--- config.mk ---
export PLATFORM = sky130hd
export DESIGN_NAME = serial_reg_port
export DESIGN_NICKNAME = d
export VERILOG_FILES = /design/src/rtl/srp_pkg.sv /design/src/rtl/srp_clkgen.sv /design/src/rtl/srp_rx.sv /design/src/rtl/srp_regs.sv /design/src/rtl/srp_tx.sv /design/src/rtl/serial_reg_port.sv
export SDC_FILE = /design/constraint.sdc
export NUM_CORES = 1
export LEC_CHECK = 0
export CORE_ASPECT_RATIO = 1.5
export CORE_MARGIN = 10
export CORE_UTILIZATION = 44
export CTS_CLUSTER_SIZE = 20
export DETAILED_ROUTE_END_ITERATION = 8
export GPL_TIMING_DRIVEN = 0
export PLACE_DENSITY = 0.62
export SLEW_MARGIN = 0
export SYNTH_ARGS = -nofsm -noshare
export SYNTH_HDL_FRONTEND = slang
export SYNTH_HIERARCHICAL = 1
export SYNTH_SLANG_ARGS = --single-unit
export TNS_END_PERCENT = 50
--- constraint.sdc ---
create_clock -name clk -period 3.8 [get_ports clk]
set_input_delay 0.57 -clock clk [delete_from_list [all_inputs] [get_ports clk]]
set_output_delay 0.57 -clock clk [all_outputs]
set_load 0.1 [all_outputs]
--- src/rtl/srp_pkg.sv ---
// Shared constants of the serial register port: frame geometry and
// the register address map. Assumes 16-bit frames, data above address.
package srp_pkg;
    localparam int FRAME_W = 16;
    localparam int DATA_W  = 10;
    localparam int ADDR_W  = 6;

    localparam logic [ADDR_W-1:0] ADR_IDENT  = 6'h00;
    localparam logic [ADDR_W-1:0] ADR_CFG    = 6'h02;
    localparam logic [ADDR_W-1:0] ADR_AUXPWR = 6'h03;
    localparam logic [ADDR_W-1:0] ADR_AUXCTL = 6'h04;
    localparam logic [ADDR_W-1:0] ADR_STATUS = 6'h05;
    localparam logic [ADDR_W-1:0] ADR_RDSEL  = 6'h0A;

    localparam logic [DATA_W-1:0] CFG_MASK   = 10'h01C;
    localparam int                AUXPWR_BIT = 2;
    localparam int                AUXRST_BIT = 0;
endpackage

--- src/rtl/srp_clkgen.sv ---
// Bit-clock generator: divides clk by DIV, raises sclk and a one-cycle
// tick together at each bit boundary. Assumes DIV >= 2.
module srp_clkgen #(
    parameter int DIV = 4
) (
    input  logic clk,
    input  logic rst_n,
    output logic tick,
    output logic sclk
);
    localparam int CW   = (DIV > 2) ? $clog2(DIV) : 1;
    localparam int HALF = DIV / 2;

    logic [CW-1:0] cnt;

    assign tick = (cnt == CW'(DIV - 1));

    // Free-running divider counter.
    always_ff @(posedge clk) begin
        if (!rst_n)    cnt <= '0;
        else if (tick) cnt <= '0;
        else           cnt <= cnt + 1'b1;
    end

    // Serial clock: high from a bit boundary for HALF cycles.
    always_ff @(posedge clk) begin
        if (!rst_n)                      sclk <= 1'b0;
        else if (tick)                   sclk <= 1'b1;
        else if (cnt == CW'(HALF - 1))   sclk <= 1'b0;
    end
endmodule

--- src/rtl/srp_rx.sv ---
// Frame receiver: starts on a tick with sdi_fs high, shifts 16 bits MSB
// first, and flags the completed word combinationally on its last tick.
module srp_rx
    import srp_pkg::*;
(
    input  logic               clk,
    input  logic               rst_n,
    input  logic               tick,
    input  logic               sdi,
    input  logic               sdi_fs,
    output logic               frame_end,
    output logic [FRAME_W-1:0] frame_word
);
    localparam int BW = $clog2(FRAME_W);

    logic               active;
    logic [BW-1:0]      bitcnt;
    logic [FRAME_W-2:0] sh;

    assign frame_end  = tick && active && (bitcnt == BW'(FRAME_W - 1));
    assign frame_word = {sh, sdi};

    // Frame tracking and bit shifting.
    always_ff @(posedge clk) begin
        if (!rst_n) begin
            active <= 1'b0;
            bitcnt <= '0;
            sh     <= '0;
        end else if (tick) begin
            if (!active) begin
                if (sdi_fs) begin
                    active <= 1'b1;
                    bitcnt <= BW'(1);
                    sh     <= {sh[FRAME_W-3:0], sdi};
                end
            end else if (frame_end) begin
                active <= 1'b0;
                bitcnt <= '0;
            end else begin
                bitcnt <= bitcnt + 1'b1;
                sh     <= {sh[FRAME_W-3:0], sdi};
            end
        end
    end
endmodule

--- src/rtl/srp_regs.sv ---
// Register bank: decodes a completed frame, updates writable entries,
// raises the read request and muxes the selected register for read-back.
module srp_regs
    import srp_pkg::*;
#(
    parameter logic [9:0] DEV_ID = 10'h2A5
) (
    input  logic               clk,
    input  logic               rst_n,
    input  logic               wr_en,
    input  logic [FRAME_W-1:0] wr_word,
    input  logic [DATA_W-1:0]  status_in,
    output logic [DATA_W-1:0]  cfg_q,
    output logic               aux_pwr_en,
    output logic               aux_rst,
    output logic               rd_go,
    output logic [ADDR_W-1:0]  rd_addr,
    output logic [DATA_W-1:0]  rd_data
);
    logic [ADDR_W-1:0] wa;
    logic [DATA_W-1:0] wd;

    assign wa    = wr_word[ADDR_W-1:0];
    assign wd    = wr_word[FRAME_W-1:ADDR_W];
    assign rd_go = wr_en && (wa == ADR_RDSEL);

    // Writable entries and the read-select register.
    always_ff @(posedge clk) begin
        if (!rst_n) begin
            cfg_q      <= '0;
            aux_pwr_en <= 1'b0;
            rd_addr    <= '0;
        end else if (wr_en) begin
            if (wa == ADR_CFG)    cfg_q      <= wd & CFG_MASK;
            if (wa == ADR_AUXPWR) aux_pwr_en <= wd[AUXPWR_BIT];
            if (rd_go)            rd_addr    <= wd[ADDR_W-1:0];
        end
    end

    // Self-clearing auxiliary reset trigger.
    always_ff @(posedge clk) begin
        if (!rst_n) aux_rst <= 1'b0;
        else        aux_rst <= wr_en && (wa == ADR_AUXCTL) && wd[AUXRST_BIT];
    end

    // Read-back source selection.
    always_comb begin
        unique case (rd_addr)
            ADR_IDENT:  rd_data = DEV_ID;
            ADR_CFG:    rd_data = cfg_q;
            ADR_AUXPWR: rd_data = DATA_W'(aux_pwr_en) << AUXPWR_BIT;
            ADR_STATUS: rd_data = status_in;
            ADR_RDSEL:  rd_data = DATA_W'(rd_addr);
            default:    rd_data = '0;
        endcase
    end
endmodule

--- src/rtl/srp_tx.sv ---
// Read-back transmitter: waits RD_DELAY clk cycles after a read request,
// then at the next tick sends data and address MSB first with a frame
// sync on the first bit. Assumes RD_DELAY >= 1.
module srp_tx
    import srp_pkg::*;
#(
    parameter int RD_DELAY = 4
) (
    input  logic              clk,
    input  logic              rst_n,
    input  logic              tick,
    input  logic              rd_go,
    input  logic [ADDR_W-1:0] rd_addr,
    input  logic [DATA_W-1:0] rd_data,
    output logic              sdo,
    output logic              sdo_fs
);
    localparam int DW = $clog2(RD_DELAY + 1);
    localparam int CW = $clog2(FRAME_W + 1);

    logic [DW-1:0]      dly;
    logic               pending;
    logic               busy;
    logic [CW-1:0]      cnt;
    logic [FRAME_W-1:0] sh;
    logic               launch;
    logic [FRAME_W-1:0] word;

    assign word   = {rd_data, rd_addr};
    assign launch = tick && pending && (dly == '0) && !busy && !rd_go;

    // Request delay and pending flag.
    always_ff @(posedge clk) begin
        if (!rst_n) begin
            dly     <= '0;
            pending <= 1'b0;
        end else if (rd_go) begin
            dly     <= DW'(RD_DELAY - 1);
            pending <= 1'b1;
        end else begin
            if (dly != '0) dly     <= dly - 1'b1;
            if (launch)    pending <= 1'b0;
        end
    end

    // Output shifter and frame sync.
    always_ff @(posedge clk) begin
        if (!rst_n) begin
            busy   <= 1'b0;
            cnt    <= '0;
            sh     <= '0;
            sdo    <= 1'b0;
            sdo_fs <= 1'b0;
        end else if (launch) begin
            busy   <= 1'b1;
            cnt    <= CW'(1);
            sdo    <= word[FRAME_W-1];
            sh     <= {word[FRAME_W-2:0], 1'b0};
            sdo_fs <= 1'b1;
        end else if (tick && busy) begin
            sdo_fs <= 1'b0;
            if (cnt == CW'(FRAME_W)) begin
                busy <= 1'b0;
                cnt  <= '0;
                sdo  <= 1'b0;
            end else begin
                cnt <= cnt + 1'b1;
                sdo <= sh[FRAME_W-1];
                sh  <= {sh[FRAME_W-2:0], 1'b0};
            end
        end
    end
endmodule

--- src/rtl/serial_reg_port.sv ---
// Top of the serial register port: bit clock, receiver, register bank and
// read-back transmitter. The device is serial master on sclk.
module serial_reg_port
    import srp_pkg::*;
#(
    parameter int         DIV      = 4,
    parameter int         RD_DELAY = 4,
    parameter logic [9:0] DEV_ID   = 10'h2A5
) (
    input  logic        clk,
    input  logic        rst_n,
    input  logic        sdi,
    input  logic        sdi_fs,
    input  logic [9:0]  status_in,
    output logic        sclk,
    output logic        sdo,
    output logic        sdo_fs,
    output logic [9:0]  cfg_q,
    output logic        aux_pwr_en,
    output logic        aux_rst
);
    logic               tick;
    logic               wr_en;
    logic [FRAME_W-1:0] wr_word;
    logic               rd_go;
    logic [ADDR_W-1:0]  rd_addr;
    logic [DATA_W-1:0]  rd_data;

    srp_clkgen #(.DIV(DIV)) u_clk (
        .clk(clk), .rst_n(rst_n), .tick(tick), .sclk(sclk)
    );

    srp_rx u_rx (
        .clk(clk), .rst_n(rst_n), .tick(tick), .sdi(sdi), .sdi_fs(sdi_fs),
        .frame_end(wr_en), .frame_word(wr_word)
    );

    srp_regs #(.DEV_ID(DEV_ID)) u_regs (
        .clk(clk), .rst_n(rst_n), .wr_en(wr_en), .wr_word(wr_word),
        .status_in(status_in), .cfg_q(cfg_q), .aux_pwr_en(aux_pwr_en),
        .aux_rst(aux_rst), .rd_go(rd_go), .rd_addr(rd_addr), .rd_data(rd_data)
    );

    srp_tx #(.RD_DELAY(RD_DELAY)) u_tx (
        .clk(clk), .rst_n(rst_n), .tick(tick), .rd_go(rd_go),
        .rd_addr(rd_addr), .rd_data(rd_data), .sdo(sdo), .sdo_fs(sdo_fs)
    );
endmodule

## Yosys cells after proc, flatten, opt, wreduce, memory -nomap -nowiden

Cells that the tools add are included.

| storage, ports and cells | value |
|---|---|
| register bits after elaboration | 57 |
| input port bits | 14 |
| output and inout port bits | 15 |

| operators by class | value |
|---|---|
| add/sub/neg operators | 4 |
| equal/unequal tests | 14 |
| mux-type cells | 30 |
| bitwise operators | 1 |
| reduce and logical (&&, ||, !) cells | 31 |

Operators with widths:

| operator | count |
|---|---|
| $pmux 10 s5 | 1 |
| $mux 16 | 3 |
| $mux 11 | 3 |
| $eq 6x2->1 const B | 4 |
| $mux 1 | 17 |
| $eq 6x3->1 const B | 2 |
| $eq 6x4->1 const B | 2 |
| $mux 4 | 3 |
| $reduce_and 2->1 | 6 |
| $reduce_bool 2->1 | 6 |
| $logic_and 1x1->1 | 10 |
| $logic_not 6->1 | 1 |
| $reduce_or 2->1 | 3 |
| $add 5x1->5 const B | 1 |
| $eq 5x5->1 const B | 1 |
| $mux 5 | 1 |
| $add 4x1->4 const B | 1 |
| $eq 4x4->1 const B | 1 |
| $mux 2 | 2 |
| $logic_not 3->1 | 1 |
| $reduce_and 3->1 | 1 |
| $reduce_bool 3->1 | 1 |
| $sub 3x1->3 const B | 1 |
| $add 2x1->2 const B | 1 |
| other kinds (6) | 7 |

## Depth between registers and ports, before layout

Gate-level depths: netlist (run 1).

| logic depth | value |
|---|---|
| depth after elaboration | 8 |
| mapped depth | 11 |
| gate-level depth less buffers | 8 |

## Modules after synthesis

The synthesis (run 1) kept the hierarchy.

By module, submodules not included:

| module | times used | cells each | area each (um2) | seq. area each (um2) |
|---|---|---|---|---|
| srp_tx | 1 | 167 | 1448.9 | 540.5 |
| srp_rx | 1 | 80 | 804.5 | 400.4 |
| srp_regs | 1 | 79 | 671.9 | 220.2 |
| srp_clkgen | 1 | 11 | 131.4 | 60.1 |

## Least setup slack after synthesis (run 1)

OpenSTA, ideal clock, no wires.

| timing | value |
|---|---|
| kind | reg-to-reg |
| start | reg u_clk.cnt[0] |
| end | reg u_tx.sdo |
| setup time | 0.119 ns |
| arrival | 2.026 ns |
| setup slack | 1.655 ns |
| stages on the path, launching flop included | 10 |
| buffers on the path | 1 |
| clock period less this slack | 2.145 ns |
| path through | dfxtp_1 ha_1 nand2_1 nor2_1 nor3b_1 and3_1 buf_2 and4bb_2 a22o_1 o221a_2 |

| on the way | value |
|---|---|
| word-level cells in the longest chain between the ends | 7 |
| elaborated cells on any way between the ends | 12 |
| classes of those cells | eq/ne (1); mux (1); reduce/logical (10) |

RTL lines:

| element | RTL line | source |
|---|---|---|
| start, declared | srp_clkgen.sv:14 | `logic [CW-1:0] cnt;` |
| start signal, assigned | srp_clkgen.sv:22 | `else cnt <= cnt + 1'b1;` |
| $eq 2x2->1 (*) | srp_clkgen.sv:16 | `assign tick = (cnt == CW'(DIV - 1));` |
| named net tick | serial_reg_port.sv:22 | `logic tick;` |
| $logic_and 1x1->1 (*) (2 in a row) | srp_rx.sv:20 | `assign frame_end = tick && active && (bitcnt == BW'(FRAME_W - 1));` |
| named net wr_en | serial_reg_port.sv:23 | `logic wr_en;` |
| $logic_and 1x1->1 (*) | srp_regs.sv:25 | `assign rd_go = wr_en && (wa == ADR_RDSEL);` |
| named net rd_go | serial_reg_port.sv:25 | `logic rd_go;` |
| $logic_not 1->1 (*) | srp_tx.sv:30 | `assign launch = tick && pending && (dly == '0) && !busy && !rd_go;` |
| $logic_and 1x1->1 (*) | srp_tx.sv:30 |  |
| $mux 1 / $reduce_bool 2->1 (equally long branches) | -- |  |
| end signal, assigned | srp_tx.sv:57 | `sdo <= word[FRAME_W-1];` |
| end signal, assigned | srp_tx.sv:68 | `sdo <= sh[FRAME_W-1];` |
| end, declared | srp_tx.sv:15 | `output logic sdo,` |

The timed path passes the listed nets; every way through them passes the cells marked *.
A chain may end at the register's enable or synchronous reset.

## Final worst setup path (run 1)

| timing | value |
|---|---|
| start | reg u_clk.cnt[0] |
| end | reg u_tx.cnt[3] |

| on the way | value |
|---|---|
| word-level cells in the longest chain between the ends | 7 |
| elaborated cells on any way between the ends | 11 |
| classes of those cells | eq/ne (1); reduce/logical (10) |

RTL lines:

| element | RTL line | source |
|---|---|---|
| $eq 2x2->1 | srp_clkgen.sv:16 |  |
| named net tick | serial_reg_port.sv:22 |  |
| $logic_and 1x1->1 (2 in a row) | srp_rx.sv:20 |  |
| named net wr_en | serial_reg_port.sv:23 |  |
| $logic_and 1x1->1 | srp_regs.sv:25 |  |
| named net rd_go | serial_reg_port.sv:25 |  |
| $logic_not 1->1 | srp_tx.sv:30 |  |
| $logic_and 1x1->1 | srp_tx.sv:30 |  |
| $reduce_or 2->1 (no line) | -- |  |
| end signal, assigned | srp_tx.sv:67 | `cnt <= cnt + 1'b1;` |
| end, declared | srp_tx.sv:24 | `logic [CW-1:0] cnt;` |

The timed path passes the listed nets, and every way through them passes these cells.

==> impl_metrics.py, run 1 <==
metrics = {
    "run_status": {
        "outcome": "completed",
    },
    "finish": {
        "final_nets": 384,
        "area_growth_pct": 19.1,
        "num_antenna_cells": 0,
        "drive_gt1_frac": 0.136,
    },
    "die": {
        "dieArea_um2": 10400,
        "core_area_um2": 6490,
        "start_util": 0.450,
        "rows": 36,
        "die_h_um": 120,
        "die_x_um": 86.5,
        "ios": 29,
    },
    "clock_tree": {
        "postCtsHoldBufs": 0,
        "clock_sinks": 57,
        "h-tree-depth": 3,
        "cts_root_buffer": "clkbuf_8",
        "cts_buffer_depth": 2,
        "cts-resized-gates": 0,
        "cts_made_buffers": 9,
        "path_clk_slew_ns": 0.06,
        "cts_setup_buffers": 0,
        "cts_tree": "built",
        "insertion_delay_ns": 0.34,
    },
    "global_routing": {
        "antenna_found_initial": 0,
        "track_usage": 0.138,
        "grt_pass1_wl_um": 11500,
        "grt_pass1_vias": 2340,
        "overflow": 0,
        "grt_max_degree": 13,
    },
    "pwr": {
        "finalPower_w": 0.00157,
        "power.density_nw_per_um2": 451,
        "leakage_nw": 1.32,
        "peakVddDrop_v": 0.000232,
    },
    "yosys": {
        "yosys_warnings": 6,
        "postSynthCellCount": 325,
        "postSynthAreaPerCell_um2": 8.99,
        "synth.cell_area_um2": 2920,
    },
    "sta": {
        "slew_headroom": 0.335,
        "grt_setup_unrepaired": "false",
        "setup_viol": 0,
        "hold_viol_final": 0,
        "fmax_mhz": 393,
        "min_period_over_period": 0.669,
        "worstMarginPinSlew_ns": 0.994,
        "skew_ns": 0.00925,
        "fin_crit_ns": 2.54,
        "setup_tns_ns": 0,
        "maxSlewViolCount": 0,
    },
    "drt": {
        "wl_per_cell_um": 15.8,
        "drc": 0,
        "ant_nets": 0,
        "first_iter_violations": 174,
        "first_pass_iters": 4,
        "vias": 2433,
        "viasPerCell": 5.48,
        "drt_wl_total_um": 7000,
    },
    "placement": {
        "finalWeightedCongestion": 0.805,
        "numPortBuffers": 21,
        "dp_hpwl_um": 5180,
    },
    "min_path": {
        "min_path_type": "register to register",
    },
    "worst_setup_path": {
        "crit_type": "register to register",
        "path_max_fanout": 12,
        "cp-end-kind": "register",
        "worstPathRequired_ns": 4.08,
        "arrival_ns": 2.82,
        "start_kind": "register",
    },
    "flow_run": {
        "maxCapViolCount": 0,
    },
}
==> routing by layer <==
| metal | global-route usage | vias to the layer above | part of all wire |
|---|---|---|---|
| li1 | - | 1229 | - |
| met1 | 0.161 | 1153 | 0.44 |
| met2 | 0.223 | 41 | 0.50 |
| met3 | 0.0366 | 10 | 0.039 |
| met4 | 0.0752 | 0 | 0.020 |
| met5 | 0 | - | 0 |
==> metrics by stage <==
step           hold slack, ns  utilization  cell area, µm²  instances  setup slack, ns
4_1_cts                 0.466        0.536            3480        444             1.23
5_1_grt                 0.480        0.536            3480        444             1.05
3_3_place_gp            0.430        0.501            3250        428            0.986
2_1_floorplan           0.421            -            2940        331             1.65
3_5_place_dp            0.439        0.501            3250        428            0.970
6_report                0.462        0.536            3480        444             1.26
==> worst max-delay path: stages (launching register included) <==
cell       delay (ns)
dfxtp_1          0.37
ha_1             0.39
nand2_1          0.09
nor2_1           0.12
nor3b_1          0.17
and3_1           0.16
buf_2            0.29
nand4bb_1        0.18
buf_4            0.16
buf_4            0.19
o221ai_1         0.20
a21oi_1          0.15
==> cell usage in the layout (no fill, tap or decap), drive strengths merged, types with 10 or more instances in the layout <==
cell           instances
nand3                 21
dfxtp                 57
nand3b                10
clkbuf                20
nand2                 54
mux2i                 23
o22ai                 12
clkdlybuf4s50         21
buf                   23
o22a                  10
==> power breakdown <==
group	internal, W	leakage, nW	total, W	switching [W]
sequential	0.000616	0.460	0.000628	0.0000122
combinational	0.000111	0.749	0.000290	0.000179
clock	0.000402	0.115	0.000652	0.000250
total	0.00113	1.32	0.00157	0.000441
==> path summary, 6_finish.rpt <==
path	cells after the start	slack [ns]	to	start
setup / recovery	11	1.26	u_tx/cnt[3]	u_clk/cnt[0]
hold / removal	2	0.46	u_regs/rd_addr[1]	u_rx/sh[6]
setup reg to reg	11	1.26	u_tx/cnt[3]	u_clk/cnt[0]
hold reg to reg	2	0.46	u_regs/rd_addr[1]	u_rx/sh[6]
==> registers in the layout, summed over array words and instances, names as in the netlist, 2 cells and up <==
| register | count |
|---|---|
| u_tx/cnt | 5 |
| u_regs/rd_addr | 6 |
| u_tx/dly | 3 |
| u_rx/sh | 11 |
| u_clk/cnt | 2 |
| u_tx/sh | 15 |
| u_regs/cfg_q | 3 |
| u_rx/bitcnt | 4 |
==> cell type report <==
cell class / count / area [µm²]
well taps: 76 / 95.1
clock inverters: 5 / 77.6
inverters: 6 / 22.5
fillers: 622 / 3010
clock buffers: 11 / 151
repair buffers: 21 / 210
multi-input cells: 236 / 1570
flip-flops and latches: 57 / 1140
plain buffers: 32 / 213
(Power assumes the default switching activity.)
==> inputs of run 2 (changes only) <==
Settings changed: PLACE_DENSITY 0.62 to 0.64.
Clock period 3.8 ns to 2.1 ns, I/O delays scaled along.
==> run 2 against run 1 <==
Effect of this change:
- largest cell class unchanged
- highest routed layer unchanged
- power up 81%
- critical path depth decreased by 2
- register-to-register slack worse by 1.1 ns
- sequential share of layout area shrank 1.1 points
- cell count increased by 1.6%
- clock power is 78% higher
- combinational power is 90% higher
- flip-flop and latch count unchanged
- worst hold slack lost 0.020 ns
==> impl_metrics.py, run 2 (synthesized netlist as in run 1, its figures left out) <==
metrics = {
    "worst_setup_path": {
        "worstPathRequired_ns": 2.32,
        "crit_type": "register to register",
        "arrival_ns": 2.21,
        "path_max_fanout": 5,
        "start_kind": "register",
        "cp-end-kind": "register",
    },
    "clock_tree": {
        "cts_root_buffer": "clkbuf_8",
        "h-tree-depth": 3,
        "cts_made_buffers": 9,
        "path_clk_slew_ns": 0.07,
        "cts_buffer_depth": 2,
        "postCtsHoldBufs": 0,
        "clock_sinks": 57,
        "insertion_delay_ns": 0.33,
        "cts_tree": "built",
    },
    "drt": {
        "vias": 2493,
        "viasPerCell": 5.53,
        "first_pass_iters": 4,
        "wl_per_cell_um": 15.7,
        "first_iter_violations": 162,
        "drc": 0,
        "ant_nets": 0,
        "drt_wl_total_um": 7080,
    },
    "finish": {
        "final_nets": 391,
        "final.fill_count": 625,
        "largest_register_ffs": 15,
        "regMostFlops": "u_tx/sh",
        "final_cell_mix": "dfxtp_1 (53), nand2_1 (53), mux2i_1 (23)",
        "num_antenna_cells": 0,
        "drive_gt1_frac": 0.181,
        "largestRegisters": "u_tx/sh x15, u_rx/sh x11, u_regs/rd_addr x6",
        "area_growth_pct": 24.3,
        "fin_cells": 451,
    },
    "placement": {
        "finalWeightedCongestion": 0.868,
        "dp_hpwl_um": 5190,
        "place_inst": 428,
        "numPortBuffers": 21,
    },
    "die": {
        "core_area_um2": 6490,
        "start_util": 0.450,
        "rows": 36,
        "die_x_um": 86.5,
        "dieArea_um2": 10400,
        "ios": 29,
        "die_h_um": 120,
    },
    "flow_run": {
        "maxCapViolCount": 0,
    },
    "pwr": {
        "leakage_nw": 1.42,
        "power.density_nw_per_um2": 784,
        "peakVddDrop_v": 0.000509,
    },
    "sta": {
        "worstMarginPinSlew_ns": 0.984,
        "setup_tns_ns": 0,
        "min_period_over_period": 0.948,
        "fin_crit_ns": 1.99,
        "fmax_mhz": 502,
        "slew_headroom": 0.347,
        "setup_viol": 0,
        "grt_setup_unrepaired": "false",
        "maxSlewViolCount": 0,
        "hold_viol_final": 0,
        "skew_ns": 0.00843,
    },
    "run_status": {
        "outcome": "completed",
    },
    "global_routing": {
        "grt_max_degree": 11,
        "grt_pass1_vias": 2453,
        "overflow": 0,
        "antenna_found_initial": 0,
        "grt_pass1_wl_um": 11800,
        "track_usage": 0.138,
    },
    "min_path": {
        "min_path_type": "register to register",
    },
}
[run 2: cell count changes in the layout (fill, tap and decap cells not counted), moves of 2 or more]
cell	previous run	this run
buf_4	13	17
dlygate4sd2_1	0	8
ha_1	7	5
ha_4	0	2
clkbuf_1	9	12
buf_6	1	4
clkdlybuf4s50_1	21	13
dfxtp_4	0	2
clkinv_2	2	0
dfxtp_2	0	2
dfxtp_1	57	53
[run 2: layout make-up]
type,count,area (µm²),share of cell area
multi-input combinational,236,1650,0.455
clock buffer,14,163,0.0448
clock inverter,2,60.1,0.0165
inverter,6,22.5,0.00620
buffer,32,234,0.0644
sequential,57,1150,0.317
timing repair buffer,28,253,0.0696
tap,76,95.1,0.0262
[run 2: power breakdown]
group / switching [W] / internal, W / total, W
sequential: 0.0000245 / 0.00111 / 0.00114
combinational: 0.000341 / 0.000211 / 0.000552
clock: 0.000422 / 0.000735 / 0.00116
total: 0.000787 / 0.00206 / 0.00285
[run 2: timing repair]
item / 4_1_cts / 5_1_grt
setup endpoints to repair: 32 / 20
gates cloned: 0 / 1
setup buffers: 1 / 5
gates resized for setup: 21 / 15
pin swaps: 2 / 3
[run 2: critical path, cell delays in order, from the launching register on]
cell      delay, ns
dfxtp_4        0.37
ha_4           0.15
nand3_2        0.08
nor2_1         0.13
nor3b_2        0.18
and3_4         0.20
buf_6          0.10
and4bb_4       0.25
a22o_1         0.20
o221a_2        0.21
[run 2: through the flow]
step / hold WS [ns] / setup WS [ns] / util / area (µm²) / power (W)
after floorplan: 0.424 / 0.00783 / - / 2950 / 0.00156
after CTS: 0.450 / -0.0131 / 0.543 / 3520 / 0.00284
final: 0.442 / 0.110 / 0.560 / 3630 / 0.00285
after global routing: 0.467 / 0.00267 / 0.560 / 3630 / 0.00297
after global placement: 0.433 / -0.441 / 0.501 / 3250 / 0.00168
after detailed placement: 0.447 / -0.448 / 0.501 / 3250 / 0.00168
[run 2: worst paths after layout]
check	slack, ns	depth (start not counted)	start	to
setup reg to reg	0.11	9	u_rx/bitcnt[1]	u_tx/sdo
setup / recovery	0.11	9	u_rx/bitcnt[1]	u_tx/sdo
hold / removal	0.44	1	u_clk/cnt[0]	u_clk/cnt[0]
hold reg to reg	0.44	1	u_clk/cnt[0]	u_clk/cnt[0]
[run 2: routing by layer]
metal,track usage,wire length [µm],vias up
met3,0.0406,301,14
met4,0.0671,175,0
met2,0.237,3700,49
met1,0.150,2900,1182
li1,-,-,1248
met5,0,0,-
==> inputs of run 3 (changes only) <==
Settings changed: TNS_END_PERCENT 50 to not set.
==> results of run 3 <==
No change in the layout: final DEF, timing and power equal those of run 2.
